$ cat src/rtl/cmdins_pkg.sv
package cmdins_pkg;
  localparam int SYM_W    = 8;
  localparam int PAIR_LEN = 2;               // one idle = two symbols
  localparam int TAP_N    = PAIR_LEN + 1;    // head .. tail of the pipeline

  typedef struct packed {
    logic [SYM_W-1:0] data;
    logic             is_k;
    logic             disp;
    logic             odd;                   // word phase of the symbol
  } sym_t;

  typedef enum logic [1:0] {PICK_HEAD, PICK_TAIL, PICK_TAG, PICK_CMD} pick_t;
  typedef enum logic [1:0] {ST_SHORT, ST_BYTE, ST_LONG} mode_t;

  // first symbol of an idle pair, on the even word phase
  function automatic logic is_gap_lead(sym_t s, logic [SYM_W-1:0] idle_code);
    return s.is_k && !s.odd && (s.data == idle_code);
  endfunction
endpackage

$ cat src/rtl/cmdins_delay.sv
module cmdins_delay
  import cmdins_pkg::*;
#(
  parameter int DEPTH = TAP_N
) (
  input  logic clk,
  input  logic rst_n,
  input  sym_t din,
  output sym_t taps [DEPTH]
);
  sym_t stage [DEPTH];

  for (genvar g = 0; g < DEPTH; g++) begin : g_stage
    if (g == 0) begin : g_first
      always_ff @(posedge clk) begin
        if (!rst_n) stage[g] <= '0;
        else        stage[g] <= din;
      end
    end else begin : g_next
      always_ff @(posedge clk) begin
        if (!rst_n) stage[g] <= '0;
        else        stage[g] <= stage[g-1];
      end
    end
    assign taps[g] = stage[g];
  end
endmodule

$ cat src/rtl/cmdins_ctrl.sv
module cmdins_ctrl
  import cmdins_pkg::*;
#(
  parameter logic [SYM_W-1:0] IDLE_CODE = 8'hBC
) (
  input  logic             clk,
  input  logic             rst_n,
  input  sym_t             head,
  input  sym_t             tail,
  input  logic             cmd_valid,
  input  logic [SYM_W-1:0] cmd_byte,
  output logic             cmd_ready,
  output pick_t            pick,
  output logic [SYM_W-1:0] cmd_q,
  output logic             disp_q,
  output logic             take,
  output logic             drop
);
  mode_t mode_q, mode_d;
  logic  head_gap, tail_gap;

  assign head_gap  = is_gap_lead(head, IDLE_CODE);
  assign tail_gap  = is_gap_lead(tail, IDLE_CODE);
  assign cmd_ready = (mode_q == ST_SHORT) && head_gap;
  assign take      = cmd_valid && cmd_ready;
  assign drop      = (mode_q == ST_LONG) && tail_gap && head_gap;

  always_comb begin
    mode_d = mode_q;
    pick   = PICK_HEAD;
    unique case (mode_q)
      ST_SHORT: if (take) begin pick = PICK_TAG; mode_d = ST_BYTE; end
      ST_BYTE:  begin pick = PICK_CMD; mode_d = ST_LONG; end
      ST_LONG:  if (drop) mode_d = ST_SHORT; else pick = PICK_TAIL;
      default:  mode_d = ST_SHORT;
    endcase
  end

  always_ff @(posedge clk) begin
    if (!rst_n) begin
      mode_q <= ST_SHORT;
      cmd_q  <= '0;
      disp_q <= 1'b0;
    end else begin
      mode_q <= mode_d;
      if (take) begin
        cmd_q  <= cmd_byte;
        disp_q <= head.disp;
      end
    end
  end

  // no second command is taken straight after a handshake
  a_r6_hold_off: assert property (@(posedge clk) disable iff (!rst_n)
    take |=> !cmd_ready);
  // the byte is always followed by the deep route or an immediate drop
  a_r5_byte_then_long: assert property (@(posedge clk) disable iff (!rst_n)
    (pick == PICK_CMD) |=> (pick == PICK_TAIL || pick == PICK_HEAD));
  // a drop leaves the block on the short route
  a_r7_drop_returns: assert property (@(posedge clk) disable iff (!rst_n)
    drop |=> (pick != PICK_TAIL && pick != PICK_CMD));
endmodule

$ cat src/rtl/cmd_inserter.sv
module cmd_inserter
  import cmdins_pkg::*;
#(
  parameter logic [SYM_W-1:0] TAG_CODE  = 8'h3C,
  parameter logic [SYM_W-1:0] IDLE_CODE = 8'hBC
) (
  input  logic             clk,
  input  logic             rst_n,
  input  logic [SYM_W-1:0] sym_data,
  input  logic             sym_is_k,
  input  logic             sym_disp,
  input  logic             cmd_valid,
  input  logic [SYM_W-1:0] cmd_byte,
  output logic             cmd_ready,
  output logic [SYM_W-1:0] tx_data,
  output logic             tx_is_k,
  output logic             tx_disp
);
  logic             odd_q;
  sym_t             din;
  sym_t             taps [TAP_N];
  sym_t             out_q;
  pick_t            pick;
  logic [SYM_W-1:0] cmd_q;
  logic             disp_q, take, drop;

  always_ff @(posedge clk) begin
    if (!rst_n) odd_q <= 1'b0;
    else        odd_q <= ~odd_q;
  end

  assign din = '{data: sym_data, is_k: sym_is_k, disp: sym_disp, odd: odd_q};

  cmdins_delay #(.DEPTH(TAP_N)) u_delay (
    .clk(clk), .rst_n(rst_n), .din(din), .taps(taps)
  );

  cmdins_ctrl #(.IDLE_CODE(IDLE_CODE)) u_ctrl (
    .clk(clk), .rst_n(rst_n),
    .head(taps[0]), .tail(taps[TAP_N-1]),
    .cmd_valid(cmd_valid), .cmd_byte(cmd_byte), .cmd_ready(cmd_ready),
    .pick(pick), .cmd_q(cmd_q), .disp_q(disp_q), .take(take), .drop(drop)
  );

  always_ff @(posedge clk) begin
    if (!rst_n) out_q <= '0;
    else begin
      unique case (pick)
        PICK_HEAD: out_q <= taps[0];
        PICK_TAIL: out_q <= taps[TAP_N-1];
        PICK_TAG:  out_q <= '{data: TAG_CODE, is_k: 1'b1, disp: taps[0].disp, odd: 1'b0};
        PICK_CMD:  out_q <= '{data: cmd_q, is_k: 1'b0, disp: disp_q, odd: 1'b1};
        default:   out_q <= taps[0];
      endcase
    end
  end

  assign tx_data = out_q.data;
  assign tx_is_k = out_q.is_k;
  assign tx_disp = out_q.disp;

  // tag one edge after the handshake, byte on the next
  a_r4_tag_out: assert property (@(posedge clk) disable iff (!rst_n)
    $past(take) |-> (tx_is_k && tx_data == TAG_CODE));
  a_r4_byte_out: assert property (@(posedge clk) disable iff (!rst_n)
    $past(take, 2) |-> (!tx_is_k && tx_data == $past(cmd_byte, 2)));
  // after a drop the output is an idle lead
  a_r7_drop_yields_idle: assert property (@(posedge clk) disable iff (!rst_n)
    $past(drop) |-> (tx_is_k && tx_data == IDLE_CODE));
  // on the short route the head symbol leaves unchanged
  a_r2_short_follow: assert property (@(posedge clk) disable iff (!rst_n)
    $past(pick == PICK_HEAD) |-> (tx_data == $past(taps[0].data) && tx_disp == $past(taps[0].disp)));
endmodule

$ cat config.mk
export PLATFORM = sky130hd
export DESIGN_NAME = cmd_inserter
export DESIGN_NICKNAME = d
export VERILOG_FILES = /design/src/rtl/cmdins_pkg.sv /design/src/rtl/cmdins_delay.sv /design/src/rtl/cmdins_ctrl.sv /design/src/rtl/cmd_inserter.sv
export SDC_FILE = /design/constraint.sdc
export NUM_CORES = 1
export LEC_CHECK = 0
export BUFFER_PORTS_ARGS = -buffer_cell sky130_fd_sc_hd__buf_2
export CORE_AREA = 2 2 72 74
export DETAILED_ROUTE_END_ITERATION = 7
export DIE_AREA = 0 0 74 76
export PLACE_DENSITY = 0.59
export SETUP_SLACK_MARGIN = 0.15
export SYNTH_ARGS = -nofsm -noshare
export SYNTH_HDL_FRONTEND = slang
export SYNTH_SLANG_ARGS = --single-unit
$ cat constraint.sdc
create_clock -name clk -period 3.03 [get_ports clk]
set_clock_uncertainty 0.05 [all_clocks]
set_input_delay 0.1515 -clock clk [delete_from_list [all_inputs] [get_ports clk]]
set_output_delay 0.1515 -clock clk [all_outputs]
set_load 0.05 [all_outputs]
==> results.cfg <==
[routing]
drtPass1Iterations = 4
ant_nets = 0
vias = 1295
wl_met3_um = 132
wl_met1_um = 1640
vias_per_cell = 4.54
routedWlPerCell_um = 12.4
first_iter_violations = 75
drc_errors = 0
dr_wl_met2_um = 1690
maxUsedRoutingLayer = met4
drt_wl_total_um = 3540

[sta]
rsz0062_at_grt = false
maxSlewViolCount = 0
final-setup-viol-count = 0
max_slew_margin_pct = 53.0
tightest_slew_ps = 701
setup_tns_ps = 0
finalHoldViolations = 0
min_period_ps = 2150
fin_crit_sh_pct = 71.0
max_freq_mhz = 465

[cells_and_area]
layout_commonest_cell = dfxtp_1
most-common-layout-cells = 55 x dfxtp_1, 31 x buf_2, 28 x and2_1
nets = 237
antenna_cells = 0
register_area_um2 = 1100
multiInputGateArea_um2 = 747
fill_cells = 493
area_growth_pct = 19.9
drive_gt1_share_pct = 21.4

[clock_network]
cts_tree = done
h-tree-depth = 2
cts_buffer_depth = 2
cts_hold_buf = 7
clock-sinks = 55
worstSkewPairLatency_ps = 300
cts_root_buf = clkbuf_8
cts.repair.resized = 0
post-cts-setup-buffer-count = 0
numCtsBuffers = 5
clk_pin_slew_ps = 80

[worst_hold_path]
min_path_type = in2reg
hold_end = u_delay.stage[0][4]$_SDFF_PN0_
hold_path_startpoint = sym_data[1]
holdPathStages = 2

[global_route]
antenna_found_initial = 0
overflow = 0
grt_pass1_vias = 1215
grt_max_degree = 46
grt_pass1_wl_um = 5750
grtUsageTotal_pct = 13.7

[setup_path]
end_kind = flop
rrSetupSlack_ps = 880
criticalPathCategory = reg2reg
cp-start-kind = flop
path_max_fanout = 10
cp.required_ps = 3150
ff2ff_path_depth = 5
r2r-start = u_delay.stage[0][0]$_SDFF_PN0_
reg2reg_to = tx_is_k$_SDFF_PN0_
crit_arrival_ps = 2270

[placement]
portBuffers = 31
place.detailed.hpwl_um = 2510
gp_congestion = 0.785

[synthesis]
yosys_register_bits = 55
yosysWarningCount = 0
synthArstFlopShare_pct = 0
synth_adder_area_share_pct = 0
synth_compound_area_share_pct = 7.07
synth_area_leaders = dfxtp_1 58%, and2_1 9.3%, mux2i_1 6.3%
syn_nets = 197
synthXorXnorAreaFrac_pct = 0
synth_mux_area_share_pct = 6.35
netlist_area_um2 = 1890
synth_edf_count = 0
synth_simple_gate_area_share_pct = 26.0
avgSynthCellArea_um2 = 10.8
synth.distinct_cells = 30
yosysTopAreaCell = dfxtp_1
synth_top_family_by_area = simple AND/OR/NAND/NOR gates
syn_inst = 176
yosys_most_used_dff = dfxtp_1
synth.top_cell.area_share_pct = 58.2
ys_seq_area_share_pct = 58.2

[die]
core-area_um2 = 4910
start_util_pct = 38.5
io_pins = 32
dieArea_um2 = 5620
row_count = 26
fp.dieW_um = 74
die_y_um = 76

[pwr]
leakagePower_nw = 1.06
peakVddDrop_mv = 0.318
power_mw = 1.19
p_per_area_nw_per_um2 = 526

[status]
status = finished clean

[job]
maxCapViolCount = 0
-- metal layers --
metal / track usage (%) / vias to the layer above
met3: 3.97 / 8
met2: 21.9 / 27
li1: - / 663
met5: 0 / -
met1: 16.8 / 597
met4: 6.00 / 0
-- flip-flops by register name, indices dropped and copies added, names as in the netlist --
name,cells
odd_q,1
tx_data,8
tx_disp,1
tx_is_k,1
u_ctrl.cmd_q,8
u_ctrl.disp_q,1
u_ctrl.mode_q,2
u_delay.stage,33
-- per-stage QoR --
stage          instance area [µm²]  cells  hold WS [ps]  util (%)  setup WS, ps
6_report                      2270    285          13.3      46.2           878
5_1_grt                       2270    285          7.34      46.2           701
4_1_cts                       2260    284          2.14      46.0           805
3_5_place_dp                  2120    271           311      43.1           813
3_3_place_gp                  2120    271           307      43.1           822
2_1_floorplan                 1890    176           229         -           825
-- worst max path at each step --
stage	from	end	slack, ps	cells past startpoint
3_5_place_dp	u_delay.stage[0][0]$_SDFF_PN0_	tx_is_k$_SDFF_PN0_	810	5
3_3_place_gp	u_delay.stage[0][0]$_SDFF_PN0_	tx_is_k$_SDFF_PN0_	820	5
5_1_grt	u_delay.stage[0][0]$_SDFF_PN0_	u_ctrl.cmd_q[1]$_SDFFE_PN0N_	700	5
4_1_cts	u_delay.stage[0][0]$_SDFF_PN0_	tx_is_k$_SDFF_PN0_	800	5
2_1_floorplan	u_delay.stage[0][0]$_SDFF_PN0_	tx_data[7]$_SDFF_PN0_	820	4
6_report	u_delay.stage[0][0]$_SDFF_PN0_	tx_is_k$_SDFF_PN0_	880	5
-- critical path: stages (launching register included) --
cell,delay (ps)
dfxtp_1,310
or4b_4,580
nor2_1,110
nand4b_1,570
nand3_1,290
a211oi_1,110
-- cells in the mapped netlist, types with 2 or more instances --
master	n
a221o_1	4
o21ai_0	4
inv_1	5
nand2_1	16
and2_1	28
and2_2	2
clkbuf_1	7
nand4b_1	2
nand2b_1	6
and3_1	5
mux2i_1	12
dfxtp_1	55
nor2_1	13
-- cell type report --
class / instances / area share [%]
Multi-Input combinational cell: 109 / 32.9
Sequential cell: 55 / 48.5
Inverter: 5 / 0.827
Clock buffer: 6 / 3.20
Tap cell: 70 / 3.86
Timing Repair Buffer: 40 / 10.7
-- power breakdown --
group / total, mW / switching (mW) / internal, mW
clock: 0.360 / 0.205 / 0.154
combinational: 0.0796 / 0.0452 / 0.0344
sequential: 0.756 / 0.00994 / 0.746
total: 1.19 / 0.260 / 0.935
-- kinds of logic after synthesis --
logic type / Yosys count
AOI/OAI and AO/OA: 15
buffers and inverters: 12
DFF: 55
muxes: 12
and+or+nand+nor: 82
Power figures use the tool's default switching activity.
